[src/rtl/opseq_pkg.sv]
package opseq_pkg;

    localparam int OPC_W = 5;

    typedef enum logic [1:0] {
        XK_SINGLE  = 2'd0,
        XK_STRING  = 2'd1,
        XK_ZERO    = 2'd2,
        XK_PATTERN = 2'd3
    } xfer_kind_e;

    typedef enum logic [1:0] {
        PF_ASIC = 2'd0,
        PF_FPGA = 2'd1,
        PF_EMUL = 2'd2,
        PF_RSVD = 2'd3
    } platform_e;

    typedef enum logic [1:0] {
        ST_IDLE  = 2'd0,
        ST_FETCH = 2'd1,
        ST_XFER  = 2'd2,
        ST_DONE  = 2'd3
    } seq_state_e;

    typedef struct packed {
        logic       ok;
        logic [3:0] base;
    } fold_t;

    typedef struct packed {
        logic       run;
        xfer_kind_e kind;
    } op_action_t;

    // Map a variant/platform opcode onto the common 1..9 set.
    function automatic fold_t fold_opcode(logic [OPC_W-1:0] op,
                                          logic variant_b,
                                          platform_e plat);
        fold_t          f;
        logic [OPC_W-1:0] t;
        f = '{ok: 1'b0, base: 4'd0};
        t = '0;
        if (op >= 5'h01 && op <= 5'h09) begin
            f.ok   = 1'b1;
            f.base = op[3:0];
        end else if (op >= 5'h0A && op <= 5'h12) begin
            t      = op - 5'd9;
            f.ok   = !variant_b;
            f.base = t[3:0];
        end else if (op >= 5'h13 && op <= 5'h1B) begin
            t      = op - 5'h12;
            f.ok   = variant_b;
            f.base = t[3:0];
        end else begin
            f.base = 4'd2;
            case (op)
                5'h1C:   f.ok = variant_b && (plat == PF_EMUL);
                5'h1D:   f.ok = (plat == PF_EMUL);
                5'h1E:   f.ok = (plat == PF_FPGA);
                5'h1F:   f.ok = (plat == PF_ASIC);
                default: f.ok = 1'b0;
            endcase
        end
        return f;
    endfunction

    // Common operation to transfer kind; reads and compressed copies are dropped.
    function automatic op_action_t classify(logic [3:0] base);
        op_action_t a;
        a = '{run: 1'b0, kind: XK_SINGLE};
        case (base)
            4'd2, 4'd3:       a = '{run: 1'b1, kind: XK_SINGLE};
            4'd4, 4'd5, 4'd9: a = '{run: 1'b1, kind: XK_STRING};
            4'd6:             a = '{run: 1'b1, kind: XK_ZERO};
            4'd8:             a = '{run: 1'b1, kind: XK_PATTERN};
            default:          a = '{run: 1'b0, kind: XK_SINGLE};
        endcase
        return a;
    endfunction

endpackage

[src/rtl/opseq_decode.sv]
module opseq_decode
    import opseq_pkg::*;
(
    input  logic [OPC_W-1:0] opcode,
    input  logic             variant_b,
    input  logic [1:0]       plat,
    output op_action_t       act
);
    fold_t folded;

    always_comb begin
        folded = fold_opcode(opcode, variant_b, platform_e'(plat));
        act    = classify(folded.base);
        if (!folded.ok) begin
            act.run = 1'b0;
        end
    end
endmodule

[src/rtl/opseq_words.sv]
module opseq_words #(
    parameter int LEN_W     = 8,
    parameter int MAX_BURST = 4
) (
    input  logic             clk,
    input  logic             rst,
    input  logic             load,
    input  logic [LEN_W-1:0] len_in,
    input  logic             step,
    output logic [LEN_W-1:0] word,
    output logic             last,
    output logic             burst_first
);
    localparam int BC_W = (MAX_BURST > 1) ? $clog2(MAX_BURST) : 1;
    localparam logic [BC_W-1:0] BC_TOP = BC_W'(MAX_BURST - 1);

    logic [LEN_W-1:0] len_q;
    logic [BC_W-1:0]  bcnt;

    always_ff @(posedge clk) begin
        if (rst) begin
            len_q <= '0;
            word  <= '0;
            bcnt  <= '0;
        end else if (load) begin
            len_q <= len_in;
            word  <= '0;
            bcnt  <= '0;
        end else if (step) begin
            word <= word + LEN_W'(1);
            bcnt <= (bcnt == BC_TOP) ? '0 : bcnt + BC_W'(1);
        end
    end

    assign last        = (word == len_q - LEN_W'(1));
    assign burst_first = (bcnt == '0);

    a_r10_burst_wrap: assert property (@(posedge clk) disable iff (rst)
        (step && !last && !load && bcnt == BC_TOP) |=> burst_first);

    a_r10_burst_inner: assert property (@(posedge clk) disable iff (rst)
        (step && !last && !load && bcnt != BC_TOP) |=> !burst_first);
endmodule

[src/rtl/opseq_wdata.sv]
module opseq_wdata
    import opseq_pkg::*;
#(
    parameter int LEN_W  = 8,
    parameter int DOFF_W = 8
) (
    input  xfer_kind_e        kind,
    input  logic [31:0]       arg,
    input  logic [LEN_W-1:0]  word,
    input  logic [31:0]       dat_word,
    output logic [DOFF_W-1:0] dat_idx,
    output logic [31:0]       wdata
);
    always_comb begin
        if (kind == XK_PATTERN) begin
            dat_idx = arg[DOFF_W-1:0] + DOFF_W'(word[0]);
        end else begin
            dat_idx = arg[DOFF_W-1:0] + DOFF_W'(word);
        end
        case (kind)
            XK_SINGLE: wdata = arg;
            XK_ZERO:   wdata = '0;
            default:   wdata = dat_word;
        endcase
    end
endmodule

[src/rtl/opseq_sequencer.sv]
module opseq_sequencer
    import opseq_pkg::*;
#(
    parameter int IDX_W     = 6,
    parameter int LEN_W     = 8,
    parameter int DOFF_W    = 8,
    parameter int MAX_BURST = 4
) (
    input  logic              clk,
    input  logic              rst,
    input  logic              start,
    input  logic [IDX_W-1:0]  first_idx,
    input  logic [IDX_W-1:0]  stop_idx,
    input  logic              chip_sel,
    input  logic [1:0]        plat_sel,
    output logic [IDX_W-1:0]  rec_idx,
    input  logic [4:0]        rec_opcode,
    input  logic [31:0]       rec_addr,
    input  logic [LEN_W-1:0]  rec_len,
    input  logic [31:0]       rec_arg,
    output logic [DOFF_W-1:0] dat_idx,
    input  logic [31:0]       dat_word,
    output logic              wr_valid,
    input  logic              wr_ready,
    output logic [31:0]       wr_addr,
    output logic [31:0]       wr_data,
    output logic              wr_burst_first,
    output logic              done
);
    localparam logic [LEN_W-1:0] ONE_WORD = LEN_W'(1);

    seq_state_e       state;
    logic [IDX_W-1:0] cur_idx;
    logic [IDX_W-1:0] stop_q;
    logic [31:0]      base_q;
    logic [31:0]      arg_q;
    xfer_kind_e       kind_q;
    op_action_t       act;
    logic [LEN_W-1:0] eff_len;
    logic             in_range;
    logic             launch;
    logic             fire;
    logic [LEN_W-1:0] word;
    logic             last;

    opseq_decode u_decode (
        .opcode    (rec_opcode),
        .variant_b (chip_sel),
        .plat      (plat_sel),
        .act       (act)
    );

    assign in_range = (cur_idx < stop_q);
    assign eff_len  = (act.kind == XK_SINGLE) ? ONE_WORD : rec_len;
    assign launch   = (state == ST_FETCH) && in_range && act.run && (eff_len != '0);
    assign fire     = wr_valid && wr_ready;

    opseq_words #(
        .LEN_W     (LEN_W),
        .MAX_BURST (MAX_BURST)
    ) u_words (
        .clk         (clk),
        .rst         (rst),
        .load        (launch),
        .len_in      (eff_len),
        .step        (fire),
        .word        (word),
        .last        (last),
        .burst_first (wr_burst_first)
    );

    opseq_wdata #(
        .LEN_W  (LEN_W),
        .DOFF_W (DOFF_W)
    ) u_wdata (
        .kind     (kind_q),
        .arg      (arg_q),
        .word     (word),
        .dat_word (dat_word),
        .dat_idx  (dat_idx),
        .wdata    (wr_data)
    );

    always_ff @(posedge clk) begin
        if (rst) begin
            state   <= ST_IDLE;
            cur_idx <= '0;
            stop_q  <= '0;
            base_q  <= '0;
            arg_q   <= '0;
            kind_q  <= XK_SINGLE;
        end else begin
            case (state)
                ST_IDLE: begin
                    if (start) begin
                        cur_idx <= first_idx;
                        stop_q  <= stop_idx;
                        state   <= ST_FETCH;
                    end
                end
                ST_FETCH: begin
                    if (!in_range) begin
                        state <= ST_DONE;
                    end else if (launch) begin
                        base_q <= rec_addr;
                        arg_q  <= rec_arg;
                        kind_q <= act.kind;
                        state  <= ST_XFER;
                    end else begin
                        cur_idx <= cur_idx + IDX_W'(1);
                    end
                end
                ST_XFER: begin
                    if (fire && last) begin
                        cur_idx <= cur_idx + IDX_W'(1);
                        state   <= ST_FETCH;
                    end
                end
                default: state <= ST_IDLE;
            endcase
        end
    end

    assign rec_idx  = cur_idx;
    assign wr_valid = (state == ST_XFER);
    assign wr_addr  = base_q + (32'(word) << 2);
    assign done     = (state == ST_DONE);

    a_r11_hold_stable: assert property (@(posedge clk) disable iff (rst)
        (wr_valid && !wr_ready) |=> (wr_valid && $stable(wr_addr) && $stable(wr_data)));

    a_r13_done_single: assert property (@(posedge clk) disable iff (rst)
        done |=> !done);

    a_r4_foreign_variant: assert property (@(posedge clk) disable iff (rst)
        (state == ST_FETCH && in_range && chip_sel &&
         rec_opcode >= 5'h0A && rec_opcode <= 5'h12) |=> !wr_valid);

    a_r6_platform_skip: assert property (@(posedge clk) disable iff (rst)
        (state == ST_FETCH && in_range && rec_opcode == 5'h1F &&
         plat_sel != 2'd0) |=> !wr_valid);
endmodule

[config.mk]
export PLATFORM = sky130hd
export DESIGN_NAME = opseq_sequencer
export DESIGN_NICKNAME = d
export VERILOG_FILES = /design/src/rtl/opseq_pkg.sv /design/src/rtl/opseq_decode.sv /design/src/rtl/opseq_words.sv /design/src/rtl/opseq_wdata.sv /design/src/rtl/opseq_sequencer.sv
export SDC_FILE = /design/constraint.sdc
export NUM_CORES = 1
export LEC_CHECK = 0
export BUFFER_PORTS_ARGS = -buffer_cell sky130_fd_sc_hd__clkbuf_2
export CAP_MARGIN = 5
export CELL_PAD_IN_SITES_DETAIL_PLACEMENT = 1
export CELL_PAD_IN_SITES_GLOBAL_PLACEMENT = 1
export CORE_UTILIZATION = 40
export CTS_BUF_LIST = sky130_fd_sc_hd__clkbuf_4 sky130_fd_sc_hd__clkbuf_8 sky130_fd_sc_hd__clkbuf_16
export DETAILED_ROUTE_END_ITERATION = 10
export PLACE_DENSITY_LB_ADDON = 0.12
export SYNTH_ARGS = -nofsm -noshare
export SYNTH_HDL_FRONTEND = slang
export SYNTH_SLANG_ARGS = --single-unit
[constraint.sdc]
create_clock -name clk -period 4.3 [get_ports clk]
set_input_delay 0.43 -clock clk [delete_from_list [all_inputs] [get_ports clk]]
set_output_delay 0.43 -clock clk [all_outputs]
set_load 0.05 [all_outputs]
---- Word-level counts from Yosys, hierarchy flattened ----
Index checks and enable logic that the tools add are counted.
storage, ports and cells
  register bits ........................... 98
  bits in latches ......................... 0
  ROM bits ................................ 0
  memory bits (writable) .................. 0
  memories ................................ 0
  logic and storage cells ................. 94
operators by class
  reduce and logical (&&, ||, !) cells .... 24
  add/subtract/negate cells ............... 9
  equality and inequality tests ........... 25
  bitwise gates (word level) .............. 0
  muxes and demuxes ....................... 20
  $mul .................................... 0
  shift operators ......................... 0
  divide/modulo/power cells ............... 0
  $lt $le $gt $ge ......................... 7
operator list
  cell                                                                 number
  32-bit one-hot mux with 2 select lines                               1
  32-bit by 10-bit adder with 32-bit output                            1
  6-bit two-way mux                                                    4
  5-bit == test (second input constant)                                4
  6-bit one-hot mux with 3 select lines                                1
  8-bit two-way mux                                                    2
  5-bit two-way mux                                                    3
  2-bit == test (second input constant)                                6
  4-bit by 3-bit == test with 1-bit output (second input constant)     3
  3-bit one-hot mux with 4 select lines                                1
  5-bit less-or-equal comparator (second input constant)               2
  2-bit zero test                                                      5
  2-bit two-way mux                                                    5
  1-bit logical AND                                                    9
  8-bit by 1-bit adder with 8-bit output                               1
  8-bit by 1-bit adder with 8-bit output (second input constant)       1
  8-bit adder                                                          1
  4-bit by 2-bit == test with 1-bit output (second input constant)     2
  4-bit == test (second input constant)                                2
  8-bit == test                                                        1
  8-bit nonzero test                                                   1
  8-bit by 1-bit subtractor with 8-bit output (second input constant)  1
  6-bit by 1-bit adder with 6-bit output (second input constant)       1
  6-bit less-than comparator                                           1
  21 further kinds                                                     26

---- Longest topological paths before layout ----
  depth in word-level cells ............... 16
  mapped depth ............................ 13
  mapped depth without buffers ............ 12

---- Hierarchy ----
Synthesis repeated with hierarchy kept, for this count alone.
second synthesis, totals
  cells, all modules ...................... 812
  area, all modules ....................... 6,815.3 sq um
modules (own cells, without submodules)
  module           area each (sq um)  cells each  times used
  opseq_sequencer  4,579.4            548         1
  opseq_words      1,003.5            112         1
  opseq_wdata      668.1              81          1
  opseq_decode     564.3              71          1

---- Worst setup path after synthesis ----
Ideal clock, no wire load.
  path kind ............................... register -> output
  start ................................... reg u_words.word[0]
  end ..................................... out wr_addr[20]
  data required time ...................... 3.870 ns
  data arrival time ....................... 3.128 ns
  path slack .............................. 0.742 ns
  path buffers ............................ 0
  cell stages (with the launch flop) ...... 12
  cells stage by stage .................... dfxtp_1 -> ha_1 -> inv_1 -> fa_1 -> nor2b_1 -> o21ai_0 -> a21boi_0 -> o21ai_0 -> a21boi_0 -> o21ai_0 -> a2111oi_0 -> xor2_1
between the ends
  word-level cells in the longest chain between the ends .. 1
RTL lines
  element                                    RTL line                source
  start, declared                            opseq_words.sv:10       output logic [LEN_W-1:0] word,
  start signal, assigned                     opseq_words.sv:30       word <= word + LEN_W'(1);
  32-bit by 10-bit adder with 32-bit output  opseq_sequencer.sv:126  assign wr_addr = base_q + (32'(word) << 2);
  end, declared                              opseq_sequencer.sv:25   output logic [31:0] wr_addr,
No other way between the ends.

---- Final worst setup path ----
Ends and elaborated chain as after synthesis.

==> impl_metrics.xml <==
<?xml version="1.0" encoding="UTF-8"?>
<metrics>
  <group name="outcome">
    <metric name="outcome" unit="">completed</metric>
  </group>
  <group name="routing">
    <metric name="route.detailed.drc" unit="">0</metric>
    <metric name="wl_per_cell" unit="um">17.1</metric>
    <metric name="drt_first_iter_violations" unit="">265</metric>
    <metric name="drt_pre_antenna_iters" unit="">4</metric>
    <metric name="drt_wl_total" unit="um">20800</metric>
    <metric name="route.antenna.remaining_nets" unit="">0</metric>
    <metric name="dr_total_vias" unit="">6751</metric>
    <metric name="post_drt_via_cell_ratio" unit="">5.56</metric>
  </group>
  <group name="power">
    <metric name="power_per_cell_area" unit="nW/um^2">463</metric>
    <metric name="leakagePower" unit="nW">3.43</metric>
    <metric name="power.ir.vdd_worst" unit="mV">0.273</metric>
    <metric name="power" unit="mW">3.68</metric>
  </group>
  <group name="worst_setup_path">
    <metric name="max_stage_delay" unit="ns">0.40</metric>
    <metric name="timing.critical_path.arrival" unit="ns">3.39</metric>
    <metric name="cpMostUsedCell" unit="">o21ai_0</metric>
    <metric name="crit_path_top_delay_cell" unit="">dfxtp_2</metric>
    <metric name="timing.critical_path.cells" unit="">ha_1 &gt; inv_1 &gt; fa_1 &gt; nor2b_1 &gt; o21ai_0 &gt; a21boi_0 &gt; o21ai_0 &gt; a21boi_0 &gt; o21ai_0 &gt; buf_4 &gt; a2111oi_2 &gt; xor2_1 &gt; buf_2</metric>
    <metric name="setup.worst_path.start_class" unit="">flip-flop</metric>
    <metric name="critical_path_buf_inv_count" unit="">3</metric>
    <metric name="worstSetupEndpointType" unit="">output port</metric>
    <metric name="path_delay_family" unit="">compound AO/OA/AOI/OAI gates</metric>
    <metric name="cp.required" unit="ns">3.87</metric>
    <metric name="timing.critical_path.fanout_max" unit="">11</metric>
    <metric name="criticalPathCategory" unit="">reg -&gt; out</metric>
  </group>
  <group name="worst_hold_path">
    <metric name="hold_path.class" unit="">in -&gt; reg</metric>
  </group>
  <group name="place">
    <metric name="io_buffer_count" unit="">208</metric>
    <metric name="place.gp.congestion" unit="">0.877</metric>
    <metric name="dp_cells" unit="">1198</metric>
    <metric name="placement.cell_area" unit="sq um">7600</metric>
    <metric name="detailedPlace.worstSlack" unit="ns">0.575</metric>
    <metric name="dp_hpwl" unit="um">15100</metric>
  </group>
  <group name="final_layout">
    <metric name="reg_area" unit="sq um">1960</metric>
    <metric name="num-fill-cells" unit="">2020</metric>
    <metric name="antenna_cells_inserted" unit="">0</metric>
    <metric name="final_layout_size_suffix_gt1_share" unit="%">25.0</metric>
    <metric name="area_occupied_by_multi_input_gates" unit="sq um">4070</metric>
    <metric name="finish.instance_area" unit="sq um">7950</metric>
    <metric name="fin_util" unit="%">51.5</metric>
    <metric name="stdcell_count" unit="">1214</metric>
    <metric name="layout.nets" unit="">1166</metric>
    <metric name="flow.area_growth_from_synthesis" unit="%">23.9</metric>
  </group>
  <group name="timing">
    <metric name="clock-skew-final" unit="ns">0.00751</metric>
    <metric name="worst-slew-pin-transition" unit="ns">1.15</metric>
    <metric name="timing.final.crit_share" unit="%">88.8</metric>
    <metric name="max_freq" unit="GHz">0.262</metric>
    <metric name="timing.final.hold_violations" unit="">0</metric>
    <metric name="drv_slew" unit="">0</metric>
    <metric name="fin_setup_tns" unit="ns">0</metric>
    <metric name="period_minus_slack" unit="ns">3.82</metric>
    <metric name="final-setup-viol-count" unit="">0</metric>
    <metric name="grt_setup_unrepaired" unit="">no</metric>
    <metric name="relative_max_transition_margin" unit="%">23.3</metric>
    <metric name="final.hold.worst_slack" unit="ns">0.310</metric>
    <metric name="worst_slack" unit="ns">0.483</metric>
  </group>
  <group name="clocking">
    <metric name="worst_setup_hold_path_clk_slew" unit="ns">0.07</metric>
    <metric name="clock_path_buffers" unit="">2</metric>
    <metric name="clk_root_buffer_cell" unit="">clkbuf_16</metric>
    <metric name="clock_insertion_delay_worst_skew" unit="ns">0.35</metric>
    <metric name="cts_htree_levels" unit="">3</metric>
    <metric name="cts.sinks" unit="">98</metric>
    <metric name="cts_hold_buffers" unit="">0</metric>
    <metric name="number_of_clock_buffers_inserted_by_tritoncts" unit="">9</metric>
    <metric name="post_cts_resize_count" unit="">0</metric>
    <metric name="tritoncts" unit="">built</metric>
    <metric name="post_cts.repair.setup_buffers" unit="">0</metric>
  </group>
  <group name="synthesis">
    <metric name="synth-seq-cells" unit="">98</metric>
    <metric name="top_area_cell_type_share_of_the_netlist_area" unit="%">30.6</metric>
    <metric name="synthesis.yosys.warnings" unit="">0</metric>
    <metric name="postSynthNetCount" unit="">994</metric>
    <metric name="yosysSeqAreaShare" unit="%">30.6</metric>
    <metric name="synth.avg_cell_area" unit="sq um">7.76</metric>
    <metric name="main_area_contributors_after_synthesis" unit="">dfxtp_1 31%, a21oi_1 8.6%, ha_1 7.4%</metric>
    <metric name="async_flop_share" unit="%">0</metric>
    <metric name="yosysUniqueCellTypes" unit="">60</metric>
    <metric name="postSynth.topFlopCell" unit="">dfxtp_1</metric>
    <metric name="synth_top_cells_by_count" unit="">110 x a21oi_1, 98 x dfxtp_1, 90 x o21ai_0</metric>
    <metric name="synth-edff-count" unit="">0</metric>
    <metric name="number_of_instances_in_the_synthesized_netlist" unit="">826</metric>
    <metric name="netlist_area_pre_place" unit="sq um">6410</metric>
    <metric name="synth_largest_area_cell" unit="">dfxtp_1</metric>
    <metric name="synth.most_common_cell" unit="">a21oi_1</metric>
  </group>
  <group name="global_routing">
    <metric name="grt_max_degree" unit="">105</metric>
    <metric name="grt_antenna_before_repair" unit="">0</metric>
    <metric name="grt_first_pass_wirelength" unit="um">34200</metric>
    <metric name="grtUsageTotal" unit="%">25.9</metric>
    <metric name="grt-ovfl-total" unit="">0</metric>
    <metric name="grt_pass1_vias" unit="">6782</metric>
  </group>
  <group name="floorplan">
    <metric name="chipHeight" unit="um">129</metric>
    <metric name="core-area" unit="sq um">15400</metric>
    <metric name="die_area" unit="sq um">16500</metric>
    <metric name="die_w" unit="um">129</metric>
    <metric name="ios" unit="">209</metric>
    <metric name="num_rows" unit="">45</metric>
    <metric name="starting_density_of_the_core" unit="%">41.6</metric>
  </group>
  <group name="run">
    <metric name="cap_violations" unit="">0</metric>
  </group>
</metrics>
cell families after synthesis:
family	share of synthesized area [%]
xor+xnor	6.55
buf+inv	6.28
flops	30.6
mux	1.25
compound gates	27.5
simple gates	19.8
fa+ha+maj	8.04
flip-flops by register name (all words and copies together), names as in the netlist:
signal         cells
u_words.len_q      8
u_words.word       8
rec_idx            6
u_words.bcnt       2
arg_q             32
base_q            32
state              2
kind_q             2
stop_q             6
final timing paths:
path,end,depth (start not counted),slack (ns),startpoint
max,wr_addr[20],13,0.48,u_words.word[0]$_SDFFE_PP0P_
min,base_q[0]$_SDFFE_PP0P_,3,0.31,rec_addr[0]
max reg2reg,u_words.len_q[1]$_SDFFE_PP0P_,9,1.39,rec_idx[1]$_SDFFE_PP0P_
min reg2reg,stop_q[4]$_SDFFE_PP0P_,2,0.46,stop_q[4]$_SDFFE_PP0P_
cell type report:
class                      count  share of cell area (%)
multi-input combinational    629                    51.3
sequential                    98                    24.7
timing repair buffer         222                    14.6
tap                          211                    3.32
clock buffer                   9                    2.83
inverter                      38                    1.79
clock inverter                 7                    1.48
tightest hold or removal path, stage by stage:
cell and delay [ns]:
clkbuf_2 0.08, nand3_1 0.05, a21oi_1 0.05
cell usage in the layout, fill, tap and decap left out, drive strengths merged, types with 4 or more instances in the layout:
| master | synthesis | routed |
|---|---|---|
| clkbuf | 47 | 215 |
| a21oi | 110 | 110 |
| dfxtp | 98 | 98 |
| o21ai | 91 | 91 |
| nand3 | 80 | 80 |
| nand2 | 40 | 40 |
| ha | 38 | 38 |
| inv | 37 | 37 |
| nor2 | 29 | 29 |
| a22o | 28 | 28 |
| xor2 | 27 | 27 |
| nor3 | 22 | 22 |
| xnor2 | 21 | 21 |
| buf | 14 | 16 |
| nand4 | 14 | 14 |
| nor2b | 12 | 12 |
| nand2b | 12 | 12 |
| and2 | 8 | 8 |
| a21o | 8 | 8 |
| mux2i | 8 | 8 |
| and3 | 8 | 8 |
| o211ai | 6 | 6 |
| a21boi | 6 | 6 |
| a211oi | 6 | 6 |
| o21bai | 4 | 4 |
| or4 | 4 | 4 |
| a31oi | 4 | 4 |
| o221ai | 4 | 4 |
| a32o | 4 | 4 |
per-layer routing:
metal	vias to the layer above	track usage, %	part of all wire [%]
met5	-	0	0
li1	3331	-	-
met2	155	44.9	47
met4	0	4.01	0.73
met1	3256	33.0	46
met3	9	6.24	5.4
report_power, final:
group | internal, mW | leakage, nW | switching (mW)
logic | 0.463 | 2.47 | 1.15
registers | 1.01 | 0.794 | 0.114
clock network | 0.568 | 0.158 | 0.369
total | 2.04 | 3.43 | 1.64
(Power assumes the default switching activity.)
